===== config.mk =====
export PLATFORM = sky130hd
export DESIGN_NAME = bg_pixel_shifter
export DESIGN_NICKNAME = d
export VERILOG_FILES = /design/src/rtl/bgpx_pkg.sv /design/src/rtl/bgpx_pat_plane.sv /design/src/rtl/bgpx_attr_plane.sv /design/src/rtl/bgpx_pixel_select.sv /design/src/rtl/bg_pixel_shifter.sv
export SDC_FILE = /design/constraint.sdc
export NUM_CORES = 1
export LEC_CHECK = 0
export BUFFER_PORTS_ARGS = -buffer_cell sky130_fd_sc_hd__buf_2
export CAP_MARGIN = 20
export CORE_MARGIN = 5
export CORE_UTILIZATION = 55
export CTS_CLUSTER_DIAMETER = 200
export DETAILED_ROUTE_END_ITERATION = 12
export PLACE_DENSITY = 0.76
export SLEW_MARGIN = 15
export SYNTH_ARGS = -nofsm -noshare
export SYNTH_HDL_FRONTEND = slang
export SYNTH_HIERARCHICAL = 1
export SYNTH_SLANG_ARGS = --single-unit

===== constraint.sdc =====
create_clock -name clk -period 1.75 [get_ports clk]
set_input_delay 0.2625 -clock clk [delete_from_list [all_inputs] [get_ports clk]]
set_output_delay 0.2625 -clock clk [all_outputs]
set_load 0.02 [all_outputs]

===== src/rtl/bgpx_pkg.sv =====
package bgpx_pkg;
    localparam int TILE_W = 8;               // pixels per tile row
    localparam int PLANES = 2;               // pattern / palette planes
    localparam int PIX_W  = 2 * PLANES;      // colour index width
endpackage


===== src/rtl/bgpx_pat_plane.sv =====
module bgpx_pat_plane #(
    parameter int TILE_W = bgpx_pkg::TILE_W
) (
    input  logic                  clk,
    input  logic                  rst_n,
    input  logic                  shift_en,
    input  logic                  reload,
    input  logic [TILE_W-1:0]     load_byte,
    output logic [2*TILE_W-1:0]   sr_q
);
    localparam int SR_W = 2 * TILE_W;

    typedef struct packed {
        logic [SR_W-1:0] sr;
    } plane_st_t;

    plane_st_t st_d, st_q;

    always_comb begin
        st_d = st_q;
        if (shift_en) begin
            st_d.sr = {st_q.sr[SR_W-2:0], 1'b0};
        end
        if (reload) begin
            st_d.sr[TILE_W-1:0] = load_byte;
        end
    end

    always_ff @(posedge clk or negedge rst_n) begin
        if (!rst_n) begin
            st_q <= '0;
        end else begin
            st_q <= st_d;
        end
    end

    assign sr_q = st_q.sr;

    p_hold_r2: assert property (@(posedge clk) disable iff (!rst_n)
        (!shift_en && !reload) |=> $stable(sr_q));

    p_shift_r2: assert property (@(posedge clk) disable iff (!rst_n)
        (shift_en && !reload) |=> (sr_q == {$past(sr_q[SR_W-2:0]), 1'b0}));

    p_load_low_r3: assert property (@(posedge clk) disable iff (!rst_n)
        reload |=> (sr_q[TILE_W-1:0] == $past(load_byte)));

    p_upper_keep_r8: assert property (@(posedge clk) disable iff (!rst_n)
        (reload && shift_en) |=> (sr_q[SR_W-1:TILE_W] == $past(sr_q[SR_W-2:TILE_W-1])));
endmodule


===== src/rtl/bgpx_attr_plane.sv =====
module bgpx_attr_plane #(
    parameter int TILE_W = bgpx_pkg::TILE_W
) (
    input  logic                clk,
    input  logic                rst_n,
    input  logic                shift_en,
    input  logic                reload,
    input  logic                attr_in,
    output logic [TILE_W-1:0]   sr_q
);
    typedef struct packed {
        logic              feed;
        logic [TILE_W-1:0] sr;
    } attr_st_t;

    attr_st_t st_d, st_q;

    always_comb begin
        st_d = st_q;
        if (shift_en) begin
            st_d.sr = {st_q.sr[TILE_W-2:0], st_q.feed};
        end
        if (reload) begin
            st_d.feed = attr_in;
        end
    end

    always_ff @(posedge clk or negedge rst_n) begin
        if (!rst_n) begin
            st_q <= '0;
        end else begin
            st_q <= st_d;
        end
    end

    assign sr_q = st_q.sr;

    p_attr_hold_r2: assert property (@(posedge clk) disable iff (!rst_n)
        !shift_en |=> $stable(sr_q));

    p_attr_shift_r5: assert property (@(posedge clk) disable iff (!rst_n)
        shift_en |=> (sr_q[TILE_W-1:1] == $past(sr_q[TILE_W-2:0])));

    p_feed_old_r8: assert property (@(posedge clk) disable iff (!rst_n)
        (shift_en && reload) ##1 shift_en |=> (sr_q[0] == $past(attr_in, 2)));
endmodule


===== src/rtl/bgpx_pixel_select.sv =====
module bgpx_pixel_select #(
    parameter int TILE_W = bgpx_pkg::TILE_W,
    parameter int PLANES = bgpx_pkg::PLANES
) (
    input  logic [PLANES-1:0][2*TILE_W-1:0] pat_sr,
    input  logic [PLANES-1:0][TILE_W-1:0]   attr_sr,
    input  logic [$clog2(TILE_W)-1:0]       fine_x,
    input  logic                            bg_enable,
    input  logic                            left_clip_n,
    input  logic                            left_col,
    output logic [2*PLANES-1:0]             pix_idx
);
    localparam int FX_W = $clog2(TILE_W);

    logic [FX_W:0]       pat_tap;
    logic [FX_W-1:0]     attr_tap;
    logic                visible;
    logic [2*PLANES-1:0] raw_idx;

    // Tile width is a power of two: (2*TILE_W-1 - fx) = {1, ~fx}, (TILE_W-1 - fx) = ~fx.
    assign pat_tap  = {1'b1, ~fine_x};
    assign attr_tap = ~fine_x;
    assign visible  = bg_enable && (left_clip_n || !left_col);

    for (genvar g = 0; g < PLANES; g++) begin : g_tap
        assign raw_idx[g]          = pat_sr[g][pat_tap];
        assign raw_idx[PLANES + g] = attr_sr[g][attr_tap];
    end

    assign pix_idx = visible ? raw_idx : '0;
endmodule


===== src/rtl/bg_pixel_shifter.sv =====
module bg_pixel_shifter #(
    parameter int TILE_W = bgpx_pkg::TILE_W
) (
    input  logic                        clk,
    input  logic                        rst_n,
    input  logic                        shift_en,
    input  logic                        reload,
    input  logic [TILE_W-1:0]           pat_lo,
    input  logic [TILE_W-1:0]           pat_hi,
    input  logic [1:0]                  attr_bits,
    input  logic [$clog2(TILE_W)-1:0]   fine_x,
    input  logic                        bg_enable,
    input  logic                        left_clip_n,
    input  logic                        left_col,
    output logic [3:0]                  pix_idx
);
    localparam int PLANES = bgpx_pkg::PLANES;
    localparam int SR_W   = 2 * TILE_W;

    logic [PLANES-1:0][TILE_W-1:0] pat_in;
    logic [PLANES-1:0][SR_W-1:0]   pat_sr;
    logic [PLANES-1:0][TILE_W-1:0] attr_sr;

    assign pat_in = {pat_hi, pat_lo};

    for (genvar p = 0; p < PLANES; p++) begin : g_plane
        bgpx_pat_plane #(.TILE_W(TILE_W)) i_pat (
            .clk       (clk),
            .rst_n     (rst_n),
            .shift_en  (shift_en),
            .reload    (reload),
            .load_byte (pat_in[p]),
            .sr_q      (pat_sr[p])
        );
        bgpx_attr_plane #(.TILE_W(TILE_W)) i_attr (
            .clk      (clk),
            .rst_n    (rst_n),
            .shift_en (shift_en),
            .reload   (reload),
            .attr_in  (attr_bits[p]),
            .sr_q     (attr_sr[p])
        );
    end

    bgpx_pixel_select #(.TILE_W(TILE_W), .PLANES(PLANES)) i_sel (
        .pat_sr      (pat_sr),
        .attr_sr     (attr_sr),
        .fine_x      (fine_x),
        .bg_enable   (bg_enable),
        .left_clip_n (left_clip_n),
        .left_col    (left_col),
        .pix_idx     (pix_idx)
    );

    p_bg_off_r6: assert property (@(posedge clk) disable iff (!rst_n)
        !bg_enable |-> (pix_idx == 4'd0));

    p_left_clip_r7: assert property (@(posedge clk) disable iff (!rst_n)
        (!left_clip_n && left_col) |-> (pix_idx == 4'd0));

    p_tap_lo_r4: assert property (@(posedge clk) disable iff (!rst_n)
        (bg_enable && left_clip_n && fine_x == '0) |-> (pix_idx[0] == pat_sr[0][SR_W-1]));
endmodule


==> results of run 1 <==
==> layer usage <==
metal / track usage, % / vias to the layer above / wire, um
met1: 20.1 / 686 / 2030
met4: 6.19 / 0 / 72
met5: 0 / - / 0
met3: 5.32 / 6 / 207
met2: 19.2 / 33 / 1700
li1: - / 725 / -
==> report_power, final <==
| part | internal, uW | leakage [uW] | switching (uW) |
|---|---|---|---|
| Clock | 609 | 0.0000714 | 368 |
| Sequential | 1420 | 0.000605 | 198 |
| Combinational | 476 | 0.000654 | 259 |
==> worst paths after layout <==
| kind | start | to |
|---|---|---|
| max in group asynchronous | rst_n | g_plane[1].i_attr/sr_q[2] |
| min reg2reg | g_plane[1].i_attr/st_q[8] | g_plane[1].i_attr/sr_q[0] |
| max reg2reg | g_plane[1].i_attr/sr_q[1] | g_plane[1].i_attr/sr_q[1] |
| min in group asynchronous | rst_n | g_plane[1].i_pat/sr_q[14] |
| min | pat_lo[6] | g_plane[0].i_pat/sr_q[6] |
| max | g_plane[1].i_pat/sr_q[13] | pix_idx[1] |
==> placed cells by master, fill, tap and decap left out, drive strengths merged <==
cell type and count:
dlygate4sd3 1, a2111oi 4, o22ai 4, nor2b 5
and2b 3, mux2i 14, nand2b 2, or2b 2
bufinv 2, dfrtp 50, inv 1, o21ai 17
buf 40, nand2 17, a211oi 4, clkbuf 7
nor4 4, mux2 42
==> logic make-up (layout without fill, tap and decap cells) <==
kind of cell | Yosys count | after routing | synth area share (%)
AOI/OAI and AO/OA | 29 | 29 | 6.97
muxes | 56 | 56 | 27.2
buffers and inverters | 27 | 51 | 9.29
DFF | 50 | 50 | 49.4
and+or+nand+nor | 33 | 33 | 7.16
==> worst min-delay path: stages <==
cell	delay [ns]
buf_2	0.07
nand2_1	0.04
o21ai_1	0.06
==> final cells by class <==
cell class / instances / area, sq um / share of cell area [%]
inverter: 1 / 3.75 / 0.133
multi-input combinational: 118 / 1090 / 38.6
clock inverter: 2 / 60.1 / 2.13
sequential: 50 / 1250 / 44.3
tap: 52 / 65.1 / 2.30
timing repair buffer: 42 / 270 / 9.57
clock buffer: 6 / 82.6 / 2.93
==> stage by stage <==
step / total power [uW] / instance area [sq um] / util, % / setup slack (ns) / setup TNS [ns]
floorplan: 2270 / 2530 / - / 0.152 / 0
global placement: 2270 / 2580 / 58.4 / 0.100 / 0
detailed placement: 2290 / 2580 / 58.4 / 0.0796 / 0
CTS: 3300 / 2740 / 62.1 / 0.0137 / 0
global route: 3520 / 2820 / 63.9 / -0.0296 / -0.0662
finish: 3340 / 2820 / 63.9 / 0.0488 / 0
==> repair_timing <==
item / CTS / global route
buffers inserted: 0 / 6
hold endpoints to repair: 20 / 0
setup endpoints to repair: 4 / 4
pin swaps: 3 / 3
gates cloned: 0 / 0
gates resized for setup: 3 / 9
hold buffers: 1 / 0
==> flip-flops by register name, indices dropped and copies added, names as in the netlist <==
signal and count:
g_plane.i_attr/sr_q 16, g_plane.i_attr/st_q 2, g_plane.i_pat/sr_q 32
==> metrics, run 1 <==
port buffer count 31; first-pass GRT wire length 6780 um; synthesized net count 223; Critical Path End Type output port; initial antenna violation count 0; Final HPWL DP 2570 um; Setup-failing EPs final 0; CTS H-tree lvls 2; crit start category flip-flop; Top Ports 32; Yosys reg bits 50; Filler cells 343; Clock Skew 0.00263 ns; worst-path maximum fanout 3; Antenna diodes 0; R2R setup slack 0.85 ns; Placed Instances 256; die width 77.9 um; Tcrit/Tclk final 97.2%; critical path's slowest cell a2111oi_1; Slew @ Worst Pin 0.715 ns; Avg Synthesized Cell Area 13.0 sq um; top-count cell post-synth dfrtp_1; pin count of the biggest net entering global routing 49; Die Y 77.9 um; CTS tree built; Root Driver clkbuf_8; worst skew pair latency 0.30 ns; hold slack 0.165 ns; Placer Congestion 0.748; CP delay by family, top compound AO/OA/AOI/OAI gates; max-slew violations 0; all-layer global routing usage 14.2%; Final nets 246; final non-filler cell total 271; critical path class flip-flop to output port; # clock sinks 50; cell taking the most area after synthesis dfrtp_1; CP max stage delay 0.47 ns; final hold vios 0; DRT antenna net count 0; top cell type's share of synthesized area 49.4%; Slew HR 51.8%; VDD IR max 564 uV; core area 4410 sq um; Worst Path Arrival 1.44 ns; Critical Path, Cell by Cell a2111oi_1, nor4_2, buf_2; row count 24; Mapped Area 2530 sq um; clock slew at reported path FFs 0.08 ns; Worst Path Buf+Inv 1; vias in the first global route 1414; hold depth 3; Num CTS Buffers 5; Post-Synthesis Cells 195; data required time at the worst endpoint 1.49 ns; number of synthesized flops with an enable pin 0; Period minus WS final 1.70 ns; reg2reg path depth 2; DRC viols 0; clock buffer depth 2; status finished, final reports clean; Ys Warns 6; Async SR Flop Fraction 100%; gr ovfl total 0; FMAX 588 MHz; Area contributors post-synth dfrtp_1, mux2_4, mux2_2; Yosys cell types 24; layout cells sized above 1 43.4%; register area share after synthesis 49.4%; Avg WL per Cell 14.8 um; 1st-pass router iterations 4; DR vias/cell 5.35; Power per Cell Area 1180 nW/um^2; Die ar. 6060 sq um; Leakage Power 0.00133 uW; Area Growth Syn to Fin 11.5%; initial detailed-routing violation count 82; drt total wl 4010 um; Vias 1450; Initial Utilization 57.4%; list of most frequent post-synthesis cells dfrtp_1, mux2_4, nand2_1; worst min-delay path class primary input to flip-flop; Stages on worst setup path 3; # Max-Cap Violations 0; most used flip-flop cell after synthesis dfrtp_1
No activity file was read; power rests on OpenSTA's default activity.
==> run 2: changes to the inputs <==
--- a/config.mk
+++ b/config.mk
@@ -12,6 +12,7 @@
 export CTS_CLUSTER_DIAMETER = 200
 export DETAILED_ROUTE_END_ITERATION = 12
 export PLACE_DENSITY = 0.76
+export REMOVE_ABC_BUFFERS = 1
 export SLEW_MARGIN = 15
 export SYNTH_ARGS = -nofsm -noshare
 export SYNTH_HDL_FRONTEND = slang
==> run 2 against run 1 <==
Clock-buffer cell count grew 1. Clock skew shrank 0.00071 ns. Critical path depth grew 1. Wire length shrank 0.32%.
==> metrics, run 2 (synthesis results as in run 1) <==
all-layer global routing usage 14.0% (was 14.2%); commonest non-fill, non-tap cell in the layout dfrtp_1 (unchanged); worst skew pair latency 0.30 ns (about the same); 1st-pass router iterations 5 (was 4); Num CTS Buffers 5 (unchanged); Final HPWL DP 2670 um (was 2570 um); core area 4410 sq um (unchanged); first-pass GRT wire length 6880 um (was 6780 um); gr ovfl total 0 (unchanged); initial antenna violation count 0 (unchanged); worst min-delay path endpoint g_plane[1].i_pat/sr_q[1] (was g_plane[0].i_pat/sr_q[6]); # clock sinks 50 (unchanged); reg2reg path depth 2 (unchanged); Worst Path Arrival 1.45 ns (was 1.44 ns); reg-to-reg critical path endpoint g_plane[1].i_attr/sr_q[1] (unchanged); RSZ-0062 raised after global routing yes; Die ar. 6060 sq um (unchanged); Setup-failing EPs final 0 (unchanged); Area Growth Syn to Fin 9.19% (was 11.5%); Placer Congestion 0.820 (was 0.748); VDD IR max 612 uV (was 564 uV); port buffer count 31 (unchanged); status finished, final reports clean (unchanged); Multi-input gate area 1110 sq um (was 1090 sq um); Die Y 77.9 um (unchanged); Vias 1464 (was 1450); FMAX 583 MHz (was 588 MHz); data required time at the worst endpoint 1.49 ns (about the same); critical path class flip-flop to output port (unchanged); final setup margin 0.0350 ns (was 0.0488 ns); drt total wl 4000 um (was 4010 um); cell area after layout 2770 sq um (was 2820 sq um); Initial Utilization 57.4% (unchanged); worst-path maximum fanout 3 (unchanged); DRC viols 0 (unchanged); Clock Skew 0.00192 ns (was 0.00263 ns); R2R setup slack 0.84 ns (was 0.85 ns); vias in the first global route 1458 (was 1414); most frequent cells in the layout dfrtp_1, buf_2, mux2_4, nand2_1, mux2_2 (unchanged); Period minus WS final 1.71 ns (was 1.70 ns); Hold Path Origin pat_hi[1] (was pat_lo[6]); pre-CTS setup slack 0.0678 ns (was 0.0796 ns); Final nets 242 (was 246); dpl cell area 2580 sq um (unchanged); Critical Path End Type output port (unchanged); crit start category flip-flop (unchanged); max-slew violations 0 (unchanged); Slew HR 55.9% (was 51.8%); DRT antenna net count 0 (unchanged); row count 24 (unchanged); Tcrit/Tclk final 98.0% (was 97.2%); DR vias/cell 5.48 (was 5.35); max FFs per register 32 (unchanged); worst min-delay path class primary input to flip-flop (unchanged); pin count of the biggest net entering global routing 51 (was 49); initial detailed-routing violation count 81 (was 82); Reg area 1250 sq um (unchanged); final hold vios 0 (unchanged); Leakage Power 0.00129 uW (was 0.00133 uW); CTS H-tree lvls 2 (unchanged); Power per Cell Area 1090 nW/um^2 (was 1180 nW/um^2); clock buffer depth 2 (unchanged); clock slew at reported path FFs 0.08 ns (about the same); hold depth 3 (unchanged); Filler cells 350 (was 343); CTS tree built (unchanged); Root Driver clkbuf_8 (unchanged); Avg WL per Cell 15.0 um (was 14.8 um); Slew @ Worst Pin 0.655 ns (was 0.715 ns); R2R Path Start g_plane[1].i_attr/sr_q[1] (unchanged); Antenna diodes 0 (unchanged); # Max-Cap Violations 0 (unchanged); Top Ports 32 (unchanged); layout cells sized above 1 43.3% (was 43.4%); die width 77.9 um (unchanged)
run 2: cell count changes in the layout (fill, tap and decap cells not counted):
cell,before,now
clkinv_2,0,1
bufinv_16,2,0
clkbuf_1,0,1
mux2_4,20,21
a2111oi_4,0,1
mux2_1,6,5
nor2b_1,5,4
buf_4,9,5
a2111oi_1,1,0
nor2b_2,0,1
run 2: worst max-delay path by stage:
| stage | startpoint | to | slack, ns | depth (start not counted) |
|---|---|---|---|---|
| finish | g_plane[1].i_attr/sr_q[1] | pix_idx[3] | 0.04 | 4 |
| global route | g_plane[1].i_attr/sr_q[1] | pix_idx[3] | -0.05 | 4 |
| CTS | g_plane[0].i_pat/sr_q[15] | pix_idx[0] | 0.007 | 4 |
| detailed placement | fine_x[1] | pix_idx[2] | 0.07 | 5 |
| global placement | fine_x[1] | pix_idx[2] | 0.08 | 5 |
| floorplan | g_plane[1].i_pat/sr_q[15] | pix_idx[1] | 0.27 | 3 |
run 2: timing repair:
item | CTS | global route
gates resized for setup | 3 | 14
setup endpoints to repair | 3 | 4
endpoints found under the hold margin | 50 | 0
gates cloned | 0 | 0
setup buffers | 0 | 2
pin swaps | 1 | 4
hold buffers | 1 | 0
run 2: through the flow:
stage / utilization, % / power, uW / hold slack (ns) / TNS (ns) / cells
floorplan: - / 2060 / -0.0331 / 0 / 169
global placement: 58.4 / 2270 / 0.268 / 0 / 256
detailed placement: 58.4 / 2300 / 0.264 / 0 / 256
CTS: 60.9 / 3000 / 0.161 / 0 / 265
global route: 62.6 / 3200 / 0.168 / -0.0867 / 267
finish: 62.6 / 3030 / 0.165 / 0 / 267
run 2: power breakdown:
part	switching (uW)	internal, uW
clock	359	319
sequential	217	1420
combinational	246	460
run 2: final cells by class:
class                           instances  share of cell area, %
Sequential cell                        50                   45.2
Tap cell                               52                   2.35
Timing Repair Buffer                   38                   8.69
Clock buffer                            7                   3.12
Inverter                                1                  0.136
Clock inverter                          1                  0.181
Multi-Input combinational cell        118                   40.3
run 2: critical path, stage by stage (launching register included):
cell,delay [ns]
dfrtp_1,0.41
mux2_1,0.33
o22ai_2,0.18
nor4_2,0.05
buf_4,0.19
run 2: per-layer routing:
metal	GRT usage [%]	up-vias	part of all wire [%]
met4	5.15	0	1.4
met2	20.1	37	44
met3	4.51	5	6.6
met5	0	-	0
met1	19.7	707	48
li1	-	715	-
==> run 3: changes to the inputs <==
==> constraint.sdc (replaced) <==
create_clock -name clk -period 1.95 [get_ports clk]
set_input_delay 0.2925 -clock clk [delete_from_list [all_inputs] [get_ports clk]]
set_output_delay 0.2925 -clock clk [all_outputs]
set_load 0.02 [all_outputs]
==> run 3 against run 2 <==
Cell count decreased by 1.5%. Critical path type unchanged. Global-route usage fell by 0.73 points. Via count is 3.0% lower. Largest cell class unchanged. Critical endpoint unchanged. First-iteration DRC count down 32%. Sequential share of layout area grew 2.0 points. Highest routed layer unchanged. Sequential cell count unchanged. Die area unchanged. Wire length fell by 4.6%.
==> metrics, run 3 (synthesis results as in run 1) <==
status finished, final reports clean (unchanged); initial antenna violation count 0 (unchanged); final setup margin 0.141 ns (was 0.0350 ns); Placer Congestion 0.752 (was 0.820); 1st-pass router iterations 4 (was 5); Reg area 1250 sq um (unchanged); DRT antenna net count 0 (unchanged); Die ar. 6060 sq um (unchanged); Final HPWL DP 2600 um (was 2670 um); Initial Utilization 57.4% (unchanged); Setup-failing EPs final 0 (unchanged); row count 24 (unchanged); Vias 1420 (was 1464); hold slack 0.0620 ns (was 0.165 ns); CTS H-tree lvls 2 (unchanged); Num CTS Buffers 5 (unchanged); most frequent cells in the layout dfrtp_1, buf_2, mux2_4, nand2_1, mux2_2 (unchanged); Multi-input gate area 1050 sq um (was 1110 sq um); drt total wl 3810 um (was 4000 um); buffers inserted by post-CTS timing repair 0 (unchanged); commonest non-fill, non-tap cell in the layout dfrtp_1 (unchanged); final hold vios 0 (unchanged); Die Y 77.9 um (unchanged); DRC viols 0 (unchanged); Clock Skew 0.00657 ns (was 0.00192 ns); Final Total Pwr 2640 uW (was 3030 uW); gr ovfl total 0 (unchanged); pin count of the biggest net entering global routing 43 (was 51); port buffer count 31 (unchanged); VDD IR max 547 uV (was 612 uV); # Max-Cap Violations 0 (unchanged); RSZ-0062 raised after global routing no (was yes); max FFs per register 32 (unchanged); Tcrit/Tclk final 92.7%; final non-filler cell total 263 (was 267); Area Growth Syn to Fin 4.59% (was 9.19%); Final nets 238 (was 242); core area 4410 sq um (unchanged); pre-CTS setup slack 0.214 ns (was 0.0678 ns); FMAX 553 MHz; CTS tree built (unchanged); Antenna diodes 0 (unchanged); clock buffer depth 2 (unchanged); data required time at the worst endpoint 1.66 ns (was 1.49 ns); initial detailed-routing violation count 55 (was 81); Top Ports 32 (unchanged); clock slew at reported path FFs 0.09 ns (was 0.08 ns); Root Driver clkbuf_8 (unchanged); Slew HR 48.1% (was 55.9%); first-pass GRT wire length 6540 um (was 6880 um); Power per Cell Area 998 nW/um^2 (was 1090 nW/um^2); die width 77.9 um (unchanged); worst min-delay path class primary input to async pin (was primary input to flip-flop); max-slew violations 0 (unchanged); Leakage Power 0.00126 uW (was 0.00129 uW); all-layer global routing usage 13.3% (was 14.0%); Avg WL per Cell 14.5 um (was 15.0 um); Post-Route Setup TNS 0 ns (unchanged); Slew @ Worst Pin 0.778 ns (was 0.655 ns); layout cells sized above 1 37.9% (was 43.3%); Critical Path End Type output port (unchanged); DR vias/cell 5.40 (was 5.48); critical path class flip-flop to output port (unchanged); worst-path maximum fanout 2 (was 3); Period minus WS final 1.81 ns; crit start category flip-flop (unchanged); # clock sinks 50 (unchanged); Filler cells 370 (was 350); vias in the first global route 1373 (was 1458); worst skew pair latency 0.30 ns (about the same); Worst Path Arrival 1.52 ns (was 1.45 ns); Placed Instances 255 (was 256)
## run 3: path summary, 6_finish.rpt
kind,endpoint,cells past startpoint,start,slack [ns]
min in group clk,g_plane[0].i_pat/sr_q[6],3,pat_lo[6],0.20
worst max-delay path,pix_idx[3],4,g_plane[1].i_attr/sr_q[7],0.14
worst min-delay path,g_plane[0].i_attr/sr_q[6],1,rst_n,0.06
max in group asynchronous,g_plane[0].i_pat/sr_q[7],2,rst_n,1.27
worst min register to register,g_plane[0].i_attr/sr_q[0],1,g_plane[0].i_attr/st_q[8],0.50
worst max register to register,g_plane[1].i_attr/sr_q[5],1,g_plane[1].i_attr/sr_q[5],1.15
## run 3: per-stage QoR
step | utilization (%) | cell area (sq um)
floorplan | - | 2300
global placement | 57.9 | 2560
detailed placement | 57.9 | 2560
CTS | 60.0 | 2650
global route | 60.0 | 2650
finish | 60.0 | 2650
## run 3: timing repair
| action | 4_1_cts | 5_1_grt |
|---|---|---|
| resized for setup | 0 | 1 |
| setup endpoints to repair | 0 | 1 |
| hold buffers | 0 | 0 |
## run 3: layer usage
metal  track usage [%]  part of all wire [%]  up-vias
met2              18.5                    41       38
met4              4.12                  0.71        0
met1              19.2                    51      671
met5                 0                     0        -
met3              4.86                   7.1        4
li1                  -                     -      707
## run 3: where the power goes
| group | internal (uW) | switching [uW] | leakage [uW] | total, uW |
|---|---|---|---|---|
| combinational | 378 | 197 | 0.000603 | 575 |
| sequential | 1280 | 182 | 0.000605 | 1460 |
| clock | 287 | 321 | 0.0000482 | 607 |
| total | 1940 | 701 | 0.00126 | 2640 |
## run 3: worst max-delay path, stage by stage (launching register included)
cell and delay (ns):
dfrtp_1 0.39, nor2b_1 0.13, a2111oi_0 0.40, nor4_1 0.11, buf_2 0.19
## run 3: final cells by class
type                    count  area share (%)
flip-flops and latches     50            47.2
multi-input cells         118            39.5
repair buffers             34            7.18
clock buffers               7            3.26
well taps                  52            2.46
clock inverters             1           0.189
inverters                   1           0.142
